--- src/rtl/burst_seq_pkg.sv ---
package burst_seq_pkg;

  // configuration word field positions
  localparam int unsigned LEN_LSB   = 0;
  localparam int unsigned LEN_MSB   = 2;
  localparam int unsigned WRAP_BIT  = 3;
  localparam int unsigned ORDER_BIT = 7;
  localparam int unsigned HOLD_BIT  = 9;
  localparam int unsigned POL_BIT   = 10;
  localparam int unsigned LAT_LSB   = 11;
  localparam int unsigned LAT_MSB   = 13;

  localparam logic [2:0] LEN_CODE4 = 3'b001;
  localparam logic [2:0] LEN_CODE8 = 3'b010;

  localparam int unsigned LAT_MIN = 2;
  localparam int unsigned LAT_MAX = 5;

  typedef enum logic [2:0] {
    PH_IDLE,
    PH_LAT,
    PH_DATA,
    PH_STALL,
    PH_DONE
  } phase_e;

  typedef struct packed {
    logic [2:0] lat;
    logic       two_cyc;
    logic       bounded;
    logic       len8;
    logic       ileave;
    logic       nowrap;
    logic       wait_hi;
  } bcfg_t;

  localparam bcfg_t CFG_RESET = '{
    lat:     3'd2,
    two_cyc: 1'b0,
    bounded: 1'b0,
    len8:    1'b0,
    ileave:  1'b0,
    nowrap:  1'b0,
    wait_hi: 1'b1
  };

endpackage

--- src/rtl/burst_cfg_decode.sv ---
module burst_cfg_decode
  import burst_seq_pkg::*;
#(
  parameter int CW = 16
) (
  input  logic [CW-1:0] cfg_raw,
  output bcfg_t         cfg_dec
);

  logic [2:0] raw_lat;
  logic [2:0] len_code;
  logic       is_bounded;
  logic       unused_bits;

  assign unused_bits = ^cfg_raw;
  assign raw_lat     = cfg_raw[LAT_MSB:LAT_LSB];
  assign len_code    = cfg_raw[LEN_MSB:LEN_LSB];
  assign is_bounded  = (len_code == LEN_CODE4) || (len_code == LEN_CODE8);

  always_comb begin
    cfg_dec = CFG_RESET;
    if (raw_lat < 3'(LAT_MIN)) begin
      cfg_dec.lat = 3'(LAT_MIN);
    end else if (raw_lat > 3'(LAT_MAX)) begin
      cfg_dec.lat = 3'(LAT_MAX);
    end else begin
      cfg_dec.lat = raw_lat;
    end
    cfg_dec.two_cyc = cfg_raw[HOLD_BIT];
    cfg_dec.bounded = is_bounded;
    cfg_dec.len8    = (len_code == LEN_CODE8);
    cfg_dec.nowrap  = cfg_raw[WRAP_BIT];
    // interleave only honoured inside a wrapped, fixed-length burst
    cfg_dec.ileave  = ~cfg_raw[ORDER_BIT] & is_bounded & ~cfg_raw[WRAP_BIT];
    cfg_dec.wait_hi = cfg_raw[POL_BIT];
  end

endmodule

--- src/rtl/burst_addr_gen.sv ---
module burst_addr_gen #(
  parameter int AW = 16
) (
  input  logic [AW-1:0] base,
  input  logic [AW-1:0] idx,
  input  logic          bounded,
  input  logic          len8,
  input  logic          ileave,
  input  logic          nowrap,
  output logic [AW-1:0] word_addr
);

  localparam int OFF_MAX = 3;  // widest in-block offset (8 words)

  logic [AW-1:0] blk_mask;
  logic [AW-1:0] linear;
  logic [AW-1:0] mixed;
  logic          use_blk;

  assign blk_mask = len8 ? AW'(7) : AW'(3);
  assign linear   = base + idx;
  assign mixed    = ileave ? (base ^ idx) : linear;
  assign use_blk  = bounded & ~nowrap;

  for (genvar b = 0; b < AW; b++) begin : g_bit
    if (b < OFF_MAX) begin : g_off
      assign word_addr[b] = use_blk ? (blk_mask[b] ? mixed[b] : base[b]) : linear[b];
    end else begin : g_hi
      assign word_addr[b] = use_blk ? base[b] : linear[b];
    end
  end

endmodule

--- src/rtl/burst_start_detect.sv ---
module burst_start_detect (
  input  logic clk,
  input  logic rst,
  input  logic lat_n,
  input  logic ce_n,
  output logic start,
  output logic abort
);

  logic sel;
  logic sel_q;

  assign sel = ~lat_n & ~ce_n;

  always_ff @(posedge clk) begin
    if (rst) begin
      sel_q <= 1'b0;
    end else begin
      sel_q <= sel;
    end
  end

  assign start = sel & ~sel_q;
  assign abort = ce_n;

endmodule

--- src/rtl/burst_read_seq.sv ---
module burst_read_seq
  import burst_seq_pkg::*;
#(
  parameter int AW     = 16,
  parameter int CW     = 16,
  parameter int BND_W  = 6,
  parameter int PAGE_W = 2
) (
  input  logic          clk,
  input  logic          rst,
  input  logic          lat_n,
  input  logic          ce_n,
  input  logic [AW-1:0] addr_in,
  input  logic [CW-1:0] cfg_in,
  output logic [AW-1:0] arr_addr,
  output logic          data_vld,
  output logic          wait_o
);

  logic          start_w;
  logic          abort_w;
  bcfg_t         cfg_new;
  bcfg_t         cfg_q;
  phase_e        phase;
  logic [2:0]    lat_cnt;
  logic          hold_q;
  logic          crossed_q;
  logic          vld_q;
  logic          wait_act_q;
  logic [AW-1:0] base_q;
  logic [AW-1:0] idx_q;
  logic [AW-1:0] addr_q;
  logic [AW-1:0] gen_idx;
  logic [AW-1:0] gen_addr;
  logic          last_word;
  logic          stall_hit;

  // plain views of captured configuration for the bound checker
  logic chk_pol;
  logic chk_two;
  logic chk_bnd;
  logic chk_nowrap;
  logic chk_len8;

  burst_start_detect u_start (
    .clk   (clk),
    .rst   (rst),
    .lat_n (lat_n),
    .ce_n  (ce_n),
    .start (start_w),
    .abort (abort_w)
  );

  burst_cfg_decode #(.CW(CW)) u_dec (
    .cfg_raw (cfg_in),
    .cfg_dec (cfg_new)
  );

  burst_addr_gen #(.AW(AW)) u_agen (
    .base      (base_q),
    .idx       (gen_idx),
    .bounded   (cfg_q.bounded),
    .len8      (cfg_q.len8),
    .ileave    (cfg_q.ileave),
    .nowrap    (cfg_q.nowrap),
    .word_addr (gen_addr)
  );

  assign gen_idx   = (phase == PH_LAT) ? '0 : idx_q + AW'(1);
  assign last_word = cfg_q.bounded && (idx_q == (cfg_q.len8 ? AW'(7) : AW'(3)));
  assign stall_hit = !cfg_q.bounded && !crossed_q
                   && (base_q[PAGE_W-1:0] != '0)
                   && (gen_addr[BND_W-1:0] == '0);

  always_ff @(posedge clk) begin
    if (rst) begin
      phase      <= PH_IDLE;
      cfg_q      <= CFG_RESET;
      lat_cnt    <= '0;
      hold_q     <= 1'b0;
      crossed_q  <= 1'b0;
      vld_q      <= 1'b0;
      wait_act_q <= 1'b0;
      base_q     <= '0;
      idx_q      <= '0;
      addr_q     <= '0;
    end else if (start_w) begin
      phase      <= PH_LAT;
      cfg_q      <= cfg_new;
      lat_cnt    <= cfg_new.lat;
      hold_q     <= 1'b0;
      crossed_q  <= 1'b0;
      vld_q      <= 1'b0;
      wait_act_q <= 1'b1;
      base_q     <= addr_in;
      idx_q      <= '0;
    end else if (abort_w) begin
      phase      <= PH_IDLE;
      vld_q      <= 1'b0;
      wait_act_q <= 1'b0;
    end else begin
      case (phase)
        PH_LAT: begin
          if (lat_cnt == 3'd1) begin
            phase      <= PH_DATA;
            vld_q      <= 1'b1;
            wait_act_q <= 1'b0;
            addr_q     <= gen_addr;
            idx_q      <= gen_idx;
            hold_q     <= cfg_q.two_cyc;
          end else begin
            lat_cnt <= lat_cnt - 3'd1;
          end
        end
        PH_DATA: begin
          if (hold_q) begin
            hold_q <= 1'b0;
          end else if (last_word) begin
            phase      <= PH_DONE;
            vld_q      <= 1'b0;
            wait_act_q <= 1'b1;
          end else if (stall_hit) begin
            phase      <= PH_STALL;
            vld_q      <= 1'b0;
            wait_act_q <= 1'b1;
            crossed_q  <= 1'b1;
          end else begin
            vld_q  <= 1'b1;
            addr_q <= gen_addr;
            idx_q  <= gen_idx;
            hold_q <= cfg_q.two_cyc;
          end
        end
        PH_STALL: begin
          phase      <= PH_DATA;
          vld_q      <= 1'b1;
          wait_act_q <= 1'b0;
          addr_q     <= gen_addr;
          idx_q      <= gen_idx;
          hold_q     <= cfg_q.two_cyc;
        end
        default: begin
        end
      endcase
    end
  end

  assign arr_addr = addr_q;
  assign data_vld = vld_q;
  assign wait_o   = wait_act_q ~^ cfg_q.wait_hi;

  assign chk_pol    = cfg_q.wait_hi;
  assign chk_two    = cfg_q.two_cyc;
  assign chk_bnd    = cfg_q.bounded;
  assign chk_nowrap = cfg_q.nowrap;
  assign chk_len8   = cfg_q.len8;

endmodule

--- config.mk ---
export PLATFORM = sky130hd
export DESIGN_NAME = burst_read_seq
export DESIGN_NICKNAME = d
export VERILOG_FILES = /design/src/rtl/burst_seq_pkg.sv /design/src/rtl/burst_cfg_decode.sv /design/src/rtl/burst_addr_gen.sv /design/src/rtl/burst_start_detect.sv /design/src/rtl/burst_read_seq.sv
export SDC_FILE = /design/constraint.sdc
export NUM_CORES = 1
export LEC_CHECK = 0
export BUFFER_PORTS_ARGS = -buffer_cell sky130_fd_sc_hd__buf_2
export CORE_MARGIN = 2
export CORE_UTILIZATION = 54
export CTS_BUF_LIST = sky130_fd_sc_hd__clkbuf_4 sky130_fd_sc_hd__clkbuf_8 sky130_fd_sc_hd__clkbuf_16
export DETAILED_ROUTE_END_ITERATION = 8
export PLACE_DENSITY = 0.75
export SLEW_MARGIN = 20
export SYNTH_ARGS = -nofsm -noshare
export SYNTH_HDL_FRONTEND = slang
export SYNTH_SLANG_ARGS = --single-unit
export TNS_END_PERCENT = 100
--- constraint.sdc ---
create_clock -name clk -period 4 [get_ports clk]
set_input_delay 0.6 -clock clk [delete_from_list [all_inputs] [get_ports clk]]
set_output_delay 0.6 -clock clk [all_outputs]
set_load 0.05 [all_outputs]
==> impl_metrics.env <==
export IMPL_status="completed"
export IMPL_ys_flop_type="dfxtp_1"
export IMPL_grtUsageTotal_pct=25.70
export IMPL_start_kind="flop"
export IMPL_max_stage_delay_ns=0.49
export IMPL_synth_compound_area_share_pct=26.91
export IMPL_tns_ns=0
export IMPL_rsz0062_at_grt="false"
export IMPL_fillers=693
export IMPL_drt_first_pass_iters=5
export IMPL_synthArstFlopShare_pct=0
export IMPL_seqCellArea_um2=1301
export IMPL_synthAdderAreaFrac_pct=5.994
export IMPL_cts_buffer_depth=2
export IMPL_fin_crit_sh_pct=88.72
export IMPL_drtIter0Drc=291
export IMPL_finalPower_mw=1.472
export IMPL_hpwl_um=7643
export IMPL_clock_latency_ns=0.35
export IMPL_antenna_found_initial=0
export IMPL_cp_required_ns=4.26
export IMPL_fin_nets=598
export IMPL_layout_drive_gt1_share_pct=18.61
export IMPL_fp_row_count=31
export IMPL_grt_max_degree=47
export IMPL_portBuffers=47
export IMPL_syn_area_um2=4091
export IMPL_post_cts_resized=0
export IMPL_grt_ovfl_total=0
export IMPL_cts_buffers=9
export IMPL_hold_path_class="primary input to flop"
export IMPL_coreArea_um2=7292
export IMPL_crit_fanout=11
export IMPL_crit_chain="nor3b_1, buf_4, nor2_1, ha_1, and3_1, a221oi_2, nor3b_2, a211oi_1, o21ai_0, or3b_2, a311oi_2"
export IMPL_synth_warnings=0
export IMPL_die_area_um2=8289
export IMPL_drv_slew=0
export IMPL_ant_nets=0
export IMPL_cts_tree="done"
export IMPL_synth_nets=567
export IMPL_worstMarginPinSlew_ns=0.9235
export IMPL_die_w_um=91.05
export IMPL_slew_headroom_pct=38.43
export IMPL_dp_slack_ns=0.4924
export IMPL_wl_um=10700
export IMPL_setup_viol=0
export IMPL_cts_hold_buf=0
export IMPL_die_h_um=91.05
export IMPL_grt_pass1_vias=3575
export IMPL_fin_crit_ns=3.549
export IMPL_hold_viol_final=0
export IMPL_avgViaCountPerCell=6.235
export IMPL_syn_to_final_growth_pct=12.02
export IMPL_vias=4034
export IMPL_h_tree_depth=3
export IMPL_yosys_area_share_simple_pct=24.89
export IMPL_post_cts_buffers=0
export IMPL_synth_cell_type_count=67
export IMPL_timing_fmax_mhz=281.8
export IMPL_io_pins=54
export IMPL_ys_ff_latch=65
export IMPL_wl_per_cell_um=16.53
export IMPL_clockRootBuffer="clkbuf_8"
export IMPL_arrival_ns=3.81
export IMPL_fin_skew_ns=0.01212
export IMPL_grt_pass1_wl_um=17140
export IMPL_yosys_area_share_xor_xnor_pct=4.709
export IMPL_clkSinkCount=65
export IMPL_synth_top_family_by_area="compound AO/OA/AOI/OAI gates"
export IMPL_max_cap_violations=0
export IMPL_cp_end_kind="flop"
export IMPL_synth_mux_area_share_pct=0.7645
export IMPL_syn_inst=512
export IMPL_synth_edff_count=0
export IMPL_multi_input_area_um2=2599
export IMPL_n_antenna_cell=0
export IMPL_avgSynthCellArea_um2=7.991
export IMPL_ir_drop_mv=0.2251
export IMPL_place_gp_congestion=0.9046
export IMPL_power_density_nw_per_um2=321.3
export IMPL_yosysSeqAreaShare_pct=31.80
export IMPL_drc=0
export IMPL_clkTransAtPathRegs_ns=0.08
export IMPL_slowest_stage="or3b_2"
export IMPL_p_leak_nw=1.757
export IMPL_setup_slack_ns=0.4511
export IMPL_crit_type="flop to flop"
export IMPL_start_util_pct=56.11
metrics by stage:
stage | area [um^2] | cells | util, % | hold slack (ns)
floorplan | 4091 | 512 | - | 0.4366
global placement | 4357 | 631 | 59.75 | 0.4491
detailed placement | 4357 | 631 | 59.75 | 0.4628
CTS | 4583 | 647 | 62.85 | 0.4164
global route | 4583 | 647 | 62.85 | 0.4532
finish | 4583 | 647 | 62.85 | 0.4269
cells in the mapped netlist (all sizes together) (10+ instances only):
| cell | number | area (um^2) |
|---|---|---|
| a21oi | 56 | 284.0 |
| a31oi | 19 | 125.1 |
| nand2 | 65 | 244.0 |
| o21ai | 33 | 165.1 |
| clkbuf | 26 | 98.84 |
| nor2 | 28 | 105.1 |
| a311oi | 10 | 137.6 |
| a211oi | 11 | 97.60 |
| nand3 | 29 | 145.1 |
| nor3 | 17 | 100.1 |
| xor2 | 14 | 122.6 |
| ha | 18 | 225.2 |
| dfxtp | 65 | 1301 |
| inv | 10 | 37.54 |
registers in the layout, indices dropped and copies added (netlist names):
signal,cells
cfg_q,1
crossed_q,1
lat_cnt,3
base_q,16
chk_nowrap,1
phase,3
idx_q,16
wait_act_q,1
u_start.sel_q,1
hold_q,1
chk_len8,1
chk_pol,1
arr_addr,16
chk_two,1
data_vld,1
chk_bnd,1
critical path: cells and delay by family (launching register included):
kind,cells,cell delay (ns)
AO/OA/AOI/OAI,4,0.85
adder cells (fa/ha/maj),1,0.36
flip-flops,1,0.39
buffers and inverters,1,0.28
AND/OR/NAND/NOR,5,1.58
routing by layer:
layer / vias up / routed length, um / GRT usage, %
li1: 1959 / - / -
met1: 1894 / 4948 / 35.66
met2: 159 / 4793 / 39.63
met3: 22 / 713 / 5.311
met4: 0 / 239 / 8.965
met5: - / 0 / 0
layout by cell type, fill, tap and decap left out, types with 9 or more instances in the layout:
cell type / Yosys / layout
nand2_1: 65 / 65
dfxtp_1: 65 / 65
a21oi_1: 55 / 54
buf_2: 4 / 47
o21ai_0: 30 / 30
nand3_1: 29 / 29
nor2_1: 28 / 28
a31oi_1: 18 / 18
ha_1: 18 / 18
xor2_1: 14 / 14
nor3_1: 14 / 14
inv_1: 10 / 10
clkbuf_8: 0 / 9
area by class of cell:
class                      instances  share of cell area, %
timing repair buffer              55                  6.443
tap                               99                  2.703
clock buffer                       9                  2.703
clock inverter                     7                  2.239
sequential                        65                  28.39
inverter                          10                 0.8190
multi-input combinational        402                  56.70
final timing paths:
path	depth (start not counted)	from	slack [ns]	to
max	11	phase[0]$_SDFFE_PP0P_	0.45	arr_addr[13]$_SDFFE_PP0P_
max reg2reg	11	phase[0]$_SDFFE_PP0P_	0.45	arr_addr[13]$_SDFFE_PP0P_
min reg2reg	2	chk_nowrap$_SDFFE_PP0P_	0.48	chk_nowrap$_SDFFE_PP0P_
min	2	cfg_in[7]	0.43	cfg_q[2]$_SDFFE_PP0P_
report_power, final:
group          total [mW]  switching, mW  internal, mW
Clock               0.640          0.283         0.357
Sequential          0.679         0.0162         0.663
Combinational       0.153         0.0977        0.0555
kinds of logic (layout without fill, tap and decap cells):
logic type                 count (synthesis)  in the layout
and+or+nand+nor                          195            195
AOI/OAI and AO/OA                        163            163
DFF                                       65             65
buffers and inverters                     45             81
xor gates and xnor gates                  22             22
adders and majority gates                 19             19
muxes                                      3              3
No activity file was read; power rests on OpenSTA's default activity.
